==> config.mk <==
export PLATFORM = sky130hd
export DESIGN_NAME = perf_snap_counter
export DESIGN_NICKNAME = d
export VERILOG_FILES = /design/src/rtl/perf_snap_pkg.sv /design/src/rtl/psu_edge_detect.sv /design/src/rtl/psu_run_counter.sv /design/src/rtl/psu_seq.sv /design/src/rtl/perf_snap_counter.sv
export SDC_FILE = /design/constraint.sdc
export NUM_CORES = 1
export LEC_CHECK = 0
export BUFFER_PORTS_ARGS = -buffer_cell sky130_fd_sc_hd__buf_2
export CORE_ASPECT_RATIO = 1.75
export CORE_MARGIN = 2
export CORE_UTILIZATION = 40
export CTS_BUF_LIST = sky130_fd_sc_hd__clkbuf_4 sky130_fd_sc_hd__clkbuf_8
export CTS_CLUSTER_DIAMETER = 150
export DETAILED_ROUTE_END_ITERATION = 12
export GPL_TIMING_DRIVEN = 0
export PLACE_DENSITY = 0.62
export SYNTH_ARGS = -nofsm -noshare
export SYNTH_HDL_FRONTEND = slang
export SYNTH_HIERARCHICAL = 1
export SYNTH_SLANG_ARGS = --single-unit
==> constraint.sdc <==
create_clock -name clk -period 2.32 [get_ports clk]
set_clock_uncertainty 0.05 [all_clocks]
set_input_delay 0.348 -clock clk [delete_from_list [all_inputs] [get_ports clk]]
set_output_delay 0.348 -clock clk [all_outputs]
set_load 0.01 [all_outputs]
==> src/rtl/perf_snap_pkg.sv <==
package perf_snap_pkg;

  typedef enum logic [1:0] {
    SNAP_IDLE    = 2'd0,
    SNAP_CAPTURE = 2'd1,
    SNAP_ZMARK   = 2'd2,
    SNAP_DONE    = 2'd3
  } snap_state_e;

endpackage

==> src/rtl/psu_edge_detect.sv <==
module psu_edge_detect (
  input  logic clk,
  input  logic rst_n,
  input  logic level_i,
  output logic rise_o
);

  logic level_q;

  always_ff @(posedge clk) begin
    if (!rst_n) level_q <= 1'b0;
    else        level_q <= level_i;
  end

  // rising edge: high now, low at the previous sampling edge
  assign rise_o = level_i & ~level_q;

endmodule

==> src/rtl/psu_run_counter.sv <==
module psu_run_counter #(
  parameter int W = 32
) (
  input  logic         clk,
  input  logic         rst_n,
  input  logic         evt_i,
  input  logic         restart_i,
  output logic [W-1:0] count_o
);

  localparam logic [W-1:0] CNT_MAX = '1;
  localparam logic [W-1:0] CNT_ONE = W'(1);

  logic [W-1:0] cnt_q;

  always_ff @(posedge clk) begin
    if (!rst_n) begin
      cnt_q <= '0;
    end else if (restart_i) begin
      // an event in the restart cycle opens the new interval
      cnt_q <= evt_i ? CNT_ONE : '0;
    end else if (evt_i && (cnt_q != CNT_MAX)) begin
      cnt_q <= cnt_q + CNT_ONE;
    end
  end

  assign count_o = cnt_q;

endmodule

==> src/rtl/psu_seq.sv <==
module psu_seq
  import perf_snap_pkg::*;
(
  input  logic clk,
  input  logic rst_n,
  input  logic start_i,
  output logic capture_o,
  output logic zmask_o,
  output logic busy_o
);

  snap_state_e state_q, state_d;

  always_comb begin
    state_d = state_q;
    unique case (state_q)
      SNAP_IDLE:    if (start_i) state_d = SNAP_CAPTURE;
      SNAP_CAPTURE: state_d = SNAP_ZMARK;
      SNAP_ZMARK:   state_d = SNAP_DONE;
      SNAP_DONE:    state_d = SNAP_IDLE;
      default:      state_d = SNAP_IDLE;
    endcase
  end

  always_ff @(posedge clk) begin
    if (!rst_n) state_q <= SNAP_IDLE;
    else        state_q <= state_d;
  end

  assign capture_o = (state_q == SNAP_CAPTURE);
  assign zmask_o   = (state_q == SNAP_ZMARK);
  assign busy_o    = (state_q != SNAP_IDLE);

endmodule

==> src/rtl/perf_snap_counter.sv <==
module perf_snap_counter #(
  parameter int CNT_W = 32
) (
  input  logic             clk,
  input  logic             rst_n,
  input  logic             event_i,
  input  logic             upd_req_i,
  output logic [CNT_W-1:0] hold_o,
  output logic             status_o,
  output logic             zero_o
);

  logic             req_rise;
  logic             capture;
  logic             zmask;
  logic             busy;
  logic [CNT_W-1:0] run_count;
  logic [CNT_W-1:0] hold_q;

  psu_edge_detect u_edge (
    .clk     (clk),
    .rst_n   (rst_n),
    .level_i (upd_req_i),
    .rise_o  (req_rise)
  );

  psu_seq u_seq (
    .clk       (clk),
    .rst_n     (rst_n),
    .start_i   (req_rise),
    .capture_o (capture),
    .zmask_o   (zmask),
    .busy_o    (busy)
  );

  psu_run_counter #(.W(CNT_W)) u_cnt (
    .clk       (clk),
    .rst_n     (rst_n),
    .evt_i     (event_i),
    .restart_i (capture),
    .count_o   (run_count)
  );

  // holding register: loaded in the same edge that restarts the count
  always_ff @(posedge clk) begin
    if (!rst_n)       hold_q <= '0;
    else if (capture) hold_q <= run_count;
  end

  assign hold_o   = hold_q;
  assign status_o = ~busy;
  assign zero_o   = ~zmask & (hold_q == '0);

endmodule

==> metrics.txt <==
Final nets 402; syn nets 351; average size of a mapped cell 9.45 um2; maximum count of clock buffers along a single path 2; Setup crit end kind output port; arrival time of data at the critical path endpoint 1.83 ns; summed instance area of the synthesized netlist 3230 um2; transition time of the tightest slew-check pin 0.566 ns; routed length per placed instance 16.3 um; fill cell instance count of the final layout 786; global-route wire length before repair 12,800 um; number of buffers inserted during clock tree synthesis 9; Worst setup SP type flop; CTS root buf sky130_fd_sc_hd__clkbuf_8; grt total ovfl 0; Initial Utilization 40.9%; CTS HTree Levels 3; Rel. slew slack 62.3%; Final Critical Period 2.22 ns; total number of vias 2,721; path class of the lowest-slack min-delay path in -> reg; vias in the first global route 2,558; drt first-iter violations 114; fraction of the cycle the final worst path needs 95.9%; diode count 0; Top FF cell, synth sky130_fd_sc_hd__dfxtp_1; io pins 38; area taken by multi-input logic gates 1770 um2; number of rows in the core area 43; DRT Pass-1 Iters 4; flip-flop and latch count after synthesis 67; Residual DRC 0; synth warn 6; Seq. cell area 1340 um2; Max VDD drop 0.463 mV; final worst hold slack 0.166 ns; initial antenna violation count 0; vertical extent of the die 123 um; max capacitance violation total 0; final setup violation count 0; area added between synthesis and finish 16.1%; share of synthesized flip-flops with an asynchronous set or reset 0%; Crit path required time 1.92 ns; number of distinct library cell variants in the gate-level netlist after synthesis 49; clock insertion delay at the later pin of the skew report 0.35 ns; GRT Total Usage 19.2%; crit-path max FO 3; Static Leak 1.45 nW; final setup TNS 0 ns; mean number of vias per cell 5.59; overall die area 8840 um2; routed wire length 7930 um; Final HPWL DP 5960 um; pin count of the biggest net entering global routing 12; die span in x 71.9 um; number of port buffers 37; layout cells sized above 1 19.4%; power density over cell area 779 nW/um2; Post-synth EDFFs 0; routability congestion estimate from global placement 0.905; instance count of the mapped netlist 342; Fmax achieved 0.449 GHz; share of the yosys chip area belonging to registers 41.5%; clock sink count 67; CTS hold repair buffers 0; Post-DRT Antenna Nets 0; total count of max-transition violations in the final report 0; Setup CP Type reg -> out; total count of hold-check failures in the final report 0; CTS clk-pin slew, worst paths 0.07 ns; core box area 7910 um2; CTS tree built; status finished clean; RSZ-0062 raised after global routing false
power breakdown:
group / internal (W) / switching, W
combinational: 0.000361 / 0.000449
sequential: 0.00118 / 0.0000267
clock: 0.000478 / 0.000428
metrics by stage:
| step | instances | utilization, % | setup WS, ns | area [um2] | power (W) |
|---|---|---|---|---|---|
| floorplan | 342 | - | 0.571 | 3230 | 0.00185 |
| global placement | 469 | 44.6 | 0.114 | 3530 | 0.00202 |
| detailed placement | 469 | 44.6 | 0.115 | 3530 | 0.00204 |
| CTS | 484 | 47.1 | 0.0212 | 3730 | 0.00295 |
| global route | 487 | 47.5 | 0.00393 | 3750 | 0.00306 |
| finish | 487 | 47.5 | 0.0951 | 3750 | 0.00292 |
routing by layer:
layer  wire [um]  vias up  GRT usage (%)
met1        3260     1299           20.8
met4         305        0           11.1
met2        4120       50           33.7
li1            -     1350              -
met3         249       22           4.24
met5           0        -              0
flip-flops by register name (all words and copies together), names as in the netlist:
| signal | count |
|---|---|
| hold_o | 32 |
| u_cnt/count_o | 32 |
| u_seq/state_q | 2 |
| u_edge/level_q | 1 |
logic make-up (layout without fill, tap and decap cells):
logic type / after synthesis / in the layout / synth area share (%)
fa+ha+maj: 5 / 5 / 1.94
buf+inv: 23 / 78 / 4.26
mux: 35 / 35 / 10.8
simple gates: 155 / 155 / 29.4
flops: 67 / 67 / 41.5
xor+xnor: 7 / 7 / 1.90
compound gates: 50 / 50 / 10.1
area by class of cell:
type / instances / share of cell area, %
inverters: 7 / 0.700
clock inverters: 2 / 0.267
plain buffers: 16 / 2.97
well taps: 90 / 3.00
flip-flops and latches: 67 / 35.8
repair buffers: 40 / 5.53
multi-input cells: 252 / 47.2
clock buffers: 13 / 4.60
synthesized netlist by cell type, types with 6 or more instances:
library cell / instances / area (um2)
sky130_fd_sc_hd__dfxtp_1: 67 / 1340
sky130_fd_sc_hd__mux2i_1: 35 / 350
sky130_fd_sc_hd__nor2b_1: 34 / 213
sky130_fd_sc_hd__nand2_1: 20 / 75.1
sky130_fd_sc_hd__nor2_1: 20 / 75.1
sky130_fd_sc_hd__a21oi_1: 16 / 80.1
sky130_fd_sc_hd__nand4_1: 14 / 87.6
sky130_fd_sc_hd__nand3_1: 12 / 60.1
sky130_fd_sc_hd__or3_1: 11 / 68.8
sky130_fd_sc_hd__o21ai_0: 10 / 50.1
sky130_fd_sc_hd__clkbuf_1: 8 / 30.0
sky130_fd_sc_hd__nor4_1: 8 / 50.1
sky130_fd_sc_hd__inv_1: 7 / 26.3
sky130_fd_sc_hd__or4_1: 6 / 45.0
critical path, stage by stage, from the launching register on:
cell and delay, ns:
sky130_fd_sc_hd__dfxtp_2 0.35, sky130_fd_sc_hd__inv_1 0.08, sky130_fd_sc_hd__ha_2 0.21, sky130_fd_sc_hd__nor4_4 0.27, sky130_fd_sc_hd__nand4_1 0.25, sky130_fd_sc_hd__nor3_2 0.17
sky130_fd_sc_hd__buf_2 0.15
final timing paths:
check	startpoint	to	slack, ns	cells past startpoint
max reg2reg	u_cnt/count_o[0]$_SDFFE_PN0P_	u_cnt/count_o[4]$_SDFFE_PN0P_	0.17	6
max	u_seq/state_q[0]$_SDFFE_PN0P_	zero_o	0.1	6
min reg2reg	u_cnt/count_o[17]$_SDFFE_PN0P_	u_cnt/count_o[17]$_SDFFE_PN0P_	0.46	2
min	upd_req_i	u_edge/level_q$_SDFF_PN0_	0.17	2
layout by cell type (no fill, tap or decap), types with 5 or more instances in the layout:
master	count
sky130_fd_sc_hd__o21ai_1	5
sky130_fd_sc_hd__buf_4	5
sky130_fd_sc_hd__mux2i_1	35
sky130_fd_sc_hd__nand4_1	14
sky130_fd_sc_hd__or3_1	11
sky130_fd_sc_hd__o21ai_0	10
sky130_fd_sc_hd__nor4_1	7
sky130_fd_sc_hd__or4_1	6
sky130_fd_sc_hd__dfxtp_1	66
sky130_fd_sc_hd__inv_1	7
sky130_fd_sc_hd__clkbuf_8	12
sky130_fd_sc_hd__a21oi_1	16
sky130_fd_sc_hd__and3_1	5
sky130_fd_sc_hd__clkbuf_1	8
sky130_fd_sc_hd__nand3_1	12
sky130_fd_sc_hd__nor2b_1	34
sky130_fd_sc_hd__buf_2	39
sky130_fd_sc_hd__nor2_1	20
sky130_fd_sc_hd__and4_1	5
sky130_fd_sc_hd__nand2_1	20
what timing repair did:
item / in CTS / in global routing
setup buffers: 0 / 3
pin swaps: 1 / 3
gates resized for setup: 2 / 2
gates cloned: 0 / 0
endpoints found under the setup margin: 1 / 13
(Power assumes the default switching activity.)
